File: src/rtl/bsel_pkg.sv
// Package: shared constants for the node branch selector.
// Assumes: nothing; holds only width conventions used by every stage.
package bsel_pkg;
    // Default address width (IPv4-sized lookup).
    localparam int BSEL_ADDR_W_DEF = 32;
    // Default node order (child slots per node).
    localparam int BSEL_ORDER_DEF  = 22;
    // Bit appended to the address so an unsigned compare follows 0 < * < 1.
    localparam logic BSEL_ADDR_MARK = 1'b1;

    // Width of one marker-encoded key for a given address width.
    function automatic int key_width(input int addr_w);
        return addr_w + 1;
    endfunction
endpackage

File: src/rtl/bsel_cmp_stage.sv
// Module: bsel_cmp_stage
// Compares the widened address with every key slot in parallel and registers
// the greater-than vector. Null slots are forced to "greater".
// Assumes: keys in marker encoding, key x at bits [x*KEY_W +: KEY_W].
module bsel_cmp_stage
    import bsel_pkg::*;
#(
    parameter int ADDR_W = BSEL_ADDR_W_DEF,
    parameter int ORDER  = BSEL_ORDER_DEF
) (
    input  logic                            clk,
    input  logic                            rst_n,
    input  logic                            in_valid,
    input  logic [ADDR_W-1:0]               in_addr,
    input  logic [(ORDER-1)*(ADDR_W+1)-1:0] in_keys,
    input  logic [ORDER-2:0]                in_key_null,
    output logic                            gt_valid,
    output logic [ORDER-2:0]                gt_vec
);
    localparam int KEY_W  = key_width(ADDR_W);
    localparam int N_KEYS = ORDER - 1;

    logic [KEY_W-1:0]  addr_ext;
    logic [N_KEYS-1:0] gt_next;

    // Widen the address with the marker bit.
    always_comb addr_ext = {in_addr, BSEL_ADDR_MARK};

    for (genvar x = 0; x < N_KEYS; x++) begin : g_cmp
        // One comparator per key slot; null slot always sorts above.
        always_comb gt_next[x] = in_key_null[x] |
                                 (in_keys[x*KEY_W +: KEY_W] > addr_ext);
    end

    // Register the greater-than vector and its valid flag.
    always_ff @(posedge clk) begin
        if (!rst_n) begin
            gt_valid <= 1'b0;
            gt_vec   <= '0;
        end else begin
            gt_valid <= in_valid;
            gt_vec   <= gt_next;
        end
    end
endmodule

File: src/rtl/bsel_onehot_stage.sv
// Module: bsel_onehot_stage
// Turns the (ORDER-1)-bit greater-than vector into an ORDER-bit one-hot
// vector marking the lowest key above the address, or the last slot if none.
// Assumes: nothing about the shape of the input vector (first-set priority).
module bsel_onehot_stage
    import bsel_pkg::*;
#(
    parameter int ORDER = BSEL_ORDER_DEF
) (
    input  logic             clk,
    input  logic             rst_n,
    input  logic             gt_valid,
    input  logic [ORDER-2:0] gt_vec,
    output logic             oh_valid,
    output logic [ORDER-1:0] oh_vec
);
    logic [ORDER-1:0] oh_next;

    // Priority pass: keep the first set bit, fall to the top slot if none.
    always_comb begin
        logic seen;
        seen    = 1'b0;
        oh_next = '0;
        for (int i = 0; i < ORDER - 1; i++) begin
            oh_next[i] = gt_vec[i] & ~seen;
            seen       = seen | gt_vec[i];
        end
        oh_next[ORDER-1] = ~seen;
    end

    // Register the one-hot vector and its valid flag.
    always_ff @(posedge clk) begin
        if (!rst_n) begin
            oh_valid <= 1'b0;
            oh_vec   <= '0;
        end else begin
            oh_valid <= gt_valid;
            oh_vec   <= oh_next;
        end
    end
endmodule

File: src/rtl/bsel_enc_stage.sv
// Module: bsel_enc_stage
// Encodes a one-hot vector to a binary index with an OR tree per output bit.
// Assumes: exactly one bit of the input is set when oh_valid is high.
module bsel_enc_stage
    import bsel_pkg::*;
#(
    parameter int ORDER = BSEL_ORDER_DEF,
    parameter int BR_W  = $clog2(ORDER)
) (
    input  logic             clk,
    input  logic             rst_n,
    input  logic             oh_valid,
    input  logic [ORDER-1:0] oh_vec,
    output logic             br_valid,
    output logic [BR_W-1:0]  br_idx
);
    logic [BR_W-1:0] idx_next;

    for (genvar b = 0; b < BR_W; b++) begin : g_bit
        // Output bit b is the OR of every one-hot bit whose index has bit b set.
        always_comb begin
            logic acc;
            acc = 1'b0;
            for (int i = 0; i < ORDER; i++) begin
                if (((i >> b) & 1) == 1) acc = acc | oh_vec[i];
            end
            idx_next[b] = acc;
        end
    end

    // Register the binary index and its valid flag.
    always_ff @(posedge clk) begin
        if (!rst_n) begin
            br_valid <= 1'b0;
            br_idx   <= '0;
        end else begin
            br_valid <= oh_valid;
            br_idx   <= idx_next;
        end
    end
endmodule

File: src/rtl/bsel_node_branch.sv
// Module: bsel_node_branch (top)
// Three-stage branch selector for one B-tree node: compare, one-hot, encode.
// Assumes: ORDER >= 2; keys marker encoded; null slots flagged per key.
module bsel_node_branch
    import bsel_pkg::*;
#(
    parameter int ADDR_W = BSEL_ADDR_W_DEF,
    parameter int ORDER  = BSEL_ORDER_DEF,
    parameter int BR_W   = $clog2(ORDER)
) (
    input  logic                            clk,
    input  logic                            rst_n,
    input  logic                            in_valid,
    input  logic [ADDR_W-1:0]               in_addr,
    input  logic [(ORDER-1)*(ADDR_W+1)-1:0] in_keys,
    input  logic [ORDER-2:0]                in_key_null,
    output logic                            out_valid,
    output logic [BR_W-1:0]                 out_branch
);
    logic             s1_valid;
    logic [ORDER-2:0] s1_gt;
    logic             s2_valid;
    logic [ORDER-1:0] s2_oh;

    bsel_cmp_stage #(.ADDR_W(ADDR_W), .ORDER(ORDER)) u_cmp (
        .clk         (clk),
        .rst_n       (rst_n),
        .in_valid    (in_valid),
        .in_addr     (in_addr),
        .in_keys     (in_keys),
        .in_key_null (in_key_null),
        .gt_valid    (s1_valid),
        .gt_vec      (s1_gt)
    );

    bsel_onehot_stage #(.ORDER(ORDER)) u_oh (
        .clk      (clk),
        .rst_n    (rst_n),
        .gt_valid (s1_valid),
        .gt_vec   (s1_gt),
        .oh_valid (s2_valid),
        .oh_vec   (s2_oh)
    );

    bsel_enc_stage #(.ORDER(ORDER), .BR_W(BR_W)) u_enc (
        .clk      (clk),
        .rst_n    (rst_n),
        .oh_valid (s2_valid),
        .oh_vec   (s2_oh),
        .br_valid (out_valid),
        .br_idx   (out_branch)
    );
endmodule

File: config.mk
export PLATFORM = sky130hd
export DESIGN_NAME = bsel_node_branch
export DESIGN_NICKNAME = d
export VERILOG_FILES = /design/src/rtl/bsel_pkg.sv /design/src/rtl/bsel_cmp_stage.sv /design/src/rtl/bsel_onehot_stage.sv /design/src/rtl/bsel_enc_stage.sv /design/src/rtl/bsel_node_branch.sv
export SDC_FILE = /design/constraint.sdc
export NUM_CORES = 1
export LEC_CHECK = 0
export BUFFER_PORTS_ARGS = -buffer_cell sky130_fd_sc_hd__buf_2
export CAP_MARGIN = 10
export CORE_AREA = 2 2 295 297
export CTS_CLUSTER_SIZE = 30
export DETAILED_ROUTE_END_ITERATION = 10
export DIE_AREA = 0 0 297 299
export PLACE_DENSITY_LB_ADDON = 0.15
export SETUP_SLACK_MARGIN = 0.02
export SYNTH_ARGS = -nofsm -noshare
export SYNTH_HDL_FRONTEND = slang
export SYNTH_SLANG_ARGS = --single-unit
export TNS_END_PERCENT = 1
File: constraint.sdc
create_clock -name clk -period 3.96 [get_ports clk]
set_input_delay 0.792 -clock clk [delete_from_list [all_inputs] [get_ports clk]]
set_output_delay 0.792 -clock clk [all_outputs]
set_load 0.02 [all_outputs]
==> out/results.tsv, run 1 <==
metric	value	unit
yosysUniqueCellTypes	58	
slew_headroom	0.423	
area_growth	38.2	%
htreeDepth	2	
synth_fp_nets	3308	
io_buffers	754	
finalCritPeriodShare	0.813	
status	complete, no violations	
grt_first_pass_wirelength	139000	um
cts_tree	yes	
ys_warn_count	0	
fillers	9476	
critPathLaunchType	input port	
fin_crit	3.22	ns
ctsHoldBuffers	0	
synthTopCellsByCount	ha_1, a21oi_1, o21ai_0	
worst_ir_drop_vdd	0.146	mV
rows	108	
worstSetupPathType	in2reg	
initial_core_util	0.188	
rsz0062_at_grt	no	
finalHoldViolations	0	
viasPerCell	4.93	
vias	19300	
ys_seq_elements	50	
timing.fmax	311	MHz
dp_hpwl	89100	um
worstPathMaxFanout	9	
drive_gt1_frac	0.317	
ios	755	
setup_viol_count_final	0	
drtPass1Iterations	5	
worstSetupEndpointType	flip-flop	
clock_sinks	50	
synth-edff-count	0	
track_usage	0.216	
wl_per_cell	25.5	um
gp_congestion	0.926	
grt_max_degree	22	
drc	0	
synth_fa_ha_area_frac	0.521	
slew_violations	0	
grt_overflow	0	
dp_slack	0.146	ns
finalSetupTns	0	ns
grt_pass1_vias	20600	
synth_top_area_frac	0.521	
layout.nets	4156	
multiInputGateArea	14900	um^2
die_width	297	um
ys_async_sr_fraction	0	
cts_setup_buffers	0	
fin_area	22300	um^2
maxCapViolCount	0	
required	4.17	ns
wirelength	99900	um
yosysTopAreaCell	ha_1	
cts_buffers	5	
worst_slack	0.740	ns
regArea	1000	um^2
synth_most_common_cell	ha_1	
antenna_found_initial	42	
drtIter0Drc	839	
cts_resized	0	
worstSkewPairLatency	0.32	ns
synth_ff_type	dfxtp_1	
ys_seq_area_frac	0.0621	
synth_top_family_by_area	adder cells	
clock_path_buffers	2	
fin_skew	0.0206	ns
core_region_area	85900	um^2
dieArea	88800	um^2
ant_nets	0	
syn_inst	1887	
cts-root-buf	clkbuf_16	
p_per_area	147	nW/um^2
die_h	299	um
p_leak	11.6	nW
synth_xor_area_frac	0	
netlist_area	16100	um^2
worst_pin_slew	0.865	ns
placed_area	22100	um^2
synth-simple-area-share	0.183	
synthTopCellsByArea	ha_1, dfxtp_1, a21oi_1	
synth_compound_area_frac	0.222	
hp-class	reg2reg	
r2r_setup_slack	1.72	ns
synth_mux_area_frac	0.000621	
cts.reportedPaths.clkPinSlew	0.08	ns
arrival	3.43	ns
avgSynthCellArea	8.55	um^2
## worst paths after layout
check                                                start                          to  cells after the start
worst max-delay path                            in_addr[2]  u_cmp.gt_vec[0]$_SDFF_PN0_                     10
worst min-delay path             u_cmp.gt_valid$_SDFF_PN0_    u_oh.oh_valid$_SDFF_PN0_                      1
worst min register to register   u_cmp.gt_valid$_SDFF_PN0_    u_oh.oh_valid$_SDFF_PN0_                      1
worst max register to register  u_cmp.gt_vec[1]$_SDFF_PN0_  u_oh.oh_vec[17]$_SDFF_PN0_                      7
## sequential cells by signal, indices dropped and copies added (netlist names)
register        count
u_cmp.gt_valid      1
u_cmp.gt_vec       21
u_enc.br_idx        5
u_enc.br_valid      1
u_oh.oh_valid       1
u_oh.oh_vec        21
## per-layer routing
metal	vias up	wire [um]	track usage
li1	9356	-	-
met1	9077	39300	0.239
met2	674	51800	0.415
met3	154	5320	0.0411
met4	38	3220	0.0618
met5	-	241	0
## area by class of cell
cell class | count | share of cell area
antenna | 22 | 0.00247
sequential | 50 | 0.0449
clock inverter | 3 | 0.00129
clock buffer | 5 | 0.00562
tap | 1155 | 0.0649
inverter | 46 | 0.00775
multi-input combinational | 1788 | 0.671
timing repair buffer | 844 | 0.202
## report_power, final
group	switching (W)	total, W	internal [W]
logic	0.00125	0.00224	0.000996
clock network	0.000238	0.000480	0.000242
registers	0.0000269	0.000555	0.000528
total	0.00151	0.00328	0.00177
## stage by stage
step | util | hold slack, ns | power [W] | cells
after floorplan | - | 0.389 | 0.00171 | 1887
after global routing | 0.259 | 0.470 | 0.00362 | 3899
after global placement | 0.257 | 0.413 | 0.00277 | 3883
after CTS | 0.259 | 0.442 | 0.00334 | 3891
final | 0.259 | 0.438 | 0.00328 | 3913
after detailed placement | 0.257 | 0.421 | 0.00282 | 3883
## cell families after synthesis
kind of cell	Yosys count
compound gates	562
fa+ha+maj	672
buf+inv	49
flops	50
mux	1
simple gates	553
## cell usage in the layout, fill, tap and decap left out, drive strengths merged, types with 5 or more instances in the layout
cell type | netlist | layout
buf | 1 | 844
o22ai | 7 | 7
and4 | 9 | 9
clkbuf | 2 | 5
a221oi | 15 | 15
a21oi | 177 | 177
clkinv | 0 | 8
nand2b | 11 | 11
a21boi | 5 | 5
a211oi | 47 | 47
nand4b | 8 | 8
nor3 | 49 | 49
diode | 0 | 22
nand2 | 106 | 106
a2111oi | 18 | 18
nor2b | 10 | 10
o21bai | 6 | 6
nor2 | 89 | 89
or4 | 8 | 8
dfxtp | 50 | 50
and2 | 11 | 11
ha | 672 | 672
nor3b | 7 | 7
inv | 46 | 41
nor4b | 5 | 5
a31oi | 11 | 11
or2 | 6 | 6
nor4 | 28 | 28
o21ai | 114 | 114
o21a | 21 | 21
or3 | 6 | 6
a211o | 13 | 13
and3 | 20 | 20
nand3 | 73 | 73
nand4 | 94 | 94
o41ai | 13 | 13
a21o | 72 | 72
o211ai | 13 | 13
o31ai | 7 | 7
## critical path: stages
cell,delay (ns)
buf_2,0.08
inv_1,0.27
buf_4,0.33
ha_1,0.22
a2111oi_0,0.37
o21a_1,0.19
o41ai_1,0.09
a221oi_1,0.75
a31o_2,0.26
a21oi_1,0.07
(Power assumes the default switching activity.)
==> run 2, diff against run 1 <==
- clock period: 3.96 -> 3.3 ns (I/O delays scaled with it)
==> run 2 against run 1 <==
  * Clock skew is 0.0027 ns lower
  * Clock-buffer cell count stayed put
  * Sequential power is 20% higher
  * Combinational power is 21% higher
  * Worst hold slack better by 0.0018 ns
  * Critical path depth is 1 lower
  * Flip-flop and latch count stayed put
  * Wire length is 0.20% lower
  * Clock power is 18% higher
  * Cell count is 0.41% higher
  * Cell area is 1.0% higher
  * Utilization is 0.26 points higher
  * Highest routed layer unchanged
==> out/results.tsv, run 2 (synthesis gave the netlist of run 1 again) <==
metric	value	unit
wl_per_cell	25.4	um
timing.fmax	325	MHz
worst_ir_drop_vdd	0.156	mV
power.share.clock	0.143	
maxCapViolCount	0	
worstRegToRegCells	7	
worst_hold_slack	0.439	ns
vias	19200	
sequentialPowerShare	0.169	
dieArea	88800	um^2
viasPerCell	4.89	
drtPass1Iterations	5	
worstSetupEndpointType	flip-flop	
grt_first_pass_wirelength	138000	um
final_cell_mix	buf_2, ha_1, a21oi_1, o21ai_0, nand2_1	
p_per_area	176	nW/um^2
fin_crit	3.08	ns
grt_busiest_layer	met2	
stdcell_count	3929	
clock_path_buffers	2	
initial_core_util	0.188	
fillers	9533	
p_total	0.00395	W
r2r_setup_slack	1.00	ns
finalSetupTns	0	ns
cts_resized	0	
worstHoldStart	u_oh.oh_valid$_SDFF_PN0_	
drtIter0Drc	804	
finalHoldViolations	0	
slew_headroom	0.324	
die_h	299	um
top_regs	u_cmp.gt_vec (21), u_oh.oh_vec (21), u_enc.br_idx (5)	
htreeDepth	2	
layout.nets	4175	
drc	0	
use_met2	0.416	
cts_setup_buffers	0	
io_buffers	754	
rsz0062_at_grt	no	
slew_violations	0	
combPwrFrac	0.688	
cts_tree	yes	
dp_slack	-0.268	ns
wirelength	99700	um
ant_nets	0	
ios	755	
worst_slack	0.222	ns
dp.cells	3902	
worstSetupPathType	in2reg	
core_region_area	85900	um^2
p_leak	11.7	nW
use_met1	0.232	
clock_sinks	50	
internal-power	0.00215	W
antenna_found_initial	54	
hold_depth	1	
dp_hpwl	89000	um
critPathLaunchType	input port	
r2r-end	u_oh.oh_vec[17]$_SDFF_PN0_	
r2r-start	u_cmp.gt_vec[1]$_SDFF_PN0_	
required	3.51	ns
ctsHoldBuffers	0	
worstPathMaxFanout	18	
grt_max_degree	22	
cts_buffers	5	
hp-class	reg2reg	
drive_gt1_frac	0.322	
setup_viol_count_final	0	
worstSkewPairLatency	0.31	ns
grt_overflow	0	
rows	108	
fin_skew	0.0179	ns
finalCritPeriodShare	0.933	
switchingPower	0.00181	W
grt_pass1_vias	20500	
multiInputGateArea	14900	um^2
track_usage	0.215	
gp_congestion	0.930	
arrival	3.29	ns
status	complete, no violations	
use_met3	0.0563	
area_growth	39.5	%
regArea	1000	um^2
final_common_cell	buf_2	
cts-root-buf	clkbuf_16	
hold_end	u_enc.br_valid$_SDFF_PN0_	
sw_frac_of_total	0.457	
cts.reportedPaths.clkPinSlew	0.08	ns
worst_pin_slew	1.00	ns
die_width	297	um
-- run 2: critical path, stage by stage --
cell and delay (ns):
buf_2 0.08, clkinv_1 0.21, buf_4 0.35, ha_1 0.37
nand2_1 0.06, nor3_1 0.28, nor4b_1 0.79, a21oi_1 0.14
a211oi_1 0.31
-- run 2: layout make-up --
class	instances	share of cell area
antenna	19	0.00211
clock buffer	5	0.00556
clock inverter	3	0.00128
inverter	46	0.00767
multi-input combinational	1788	0.664
sequential	50	0.0445
tap	1155	0.0642
timing repair buffer	863	0.211
-- run 2: worst max path at each step --
| stage | startpoint | to | slack [ns] | cells past startpoint |
|---|---|---|---|---|
| 2_1_floorplan | in_addr[31] | u_cmp.gt_vec[16]$_SDFF_PN0_ | 0.35 | 8 |
| 3_3_place_gp | in_addr[13] | u_cmp.gt_vec[11]$_SDFF_PN0_ | -0.26 | 11 |
| 3_5_place_dp | in_addr[13] | u_cmp.gt_vec[11]$_SDFF_PN0_ | -0.27 | 11 |
| 4_1_cts | in_addr[13] | u_cmp.gt_vec[11]$_SDFF_PN0_ | 0.04 | 11 |
| 5_1_grt | in_addr[21] | u_cmp.gt_vec[7]$_SDFF_PN0_ | 0.04 | 11 |
| 6_report | in_addr[21] | u_cmp.gt_vec[14]$_SDFF_PN0_ | 0.22 | 9 |
-- run 2: stage by stage --
step                 util  instance area [um^2]
finish              0.262                 22500
floorplan               -                 16100
global route        0.262                 22500
detailed placement  0.260                 22300
CTS                 0.261                 22500
global placement    0.260                 22300
-- run 2: power groups by stage --
stage | Combinational [W] | Clock, W | Sequential (W)
floorplan | 0.00139 | 0 | 0.000663
global placement | 0.00267 | 0 | 0.000682
detailed placement | 0.00274 | 0 | 0.000681
CTS | 0.00275 | 0.000596 | 0.000667
global route | 0.00307 | 0.000617 | 0.000671
finish | 0.00272 | 0.000567 | 0.000667
-- run 2: layer usage --
metal | vias up | wire, um
met5 | - | 355
met4 | 60 | 2300
met3 | 142 | 6310
met1 | 8958 | 38500
met2 | 658 | 52200
li1 | 9398 | -
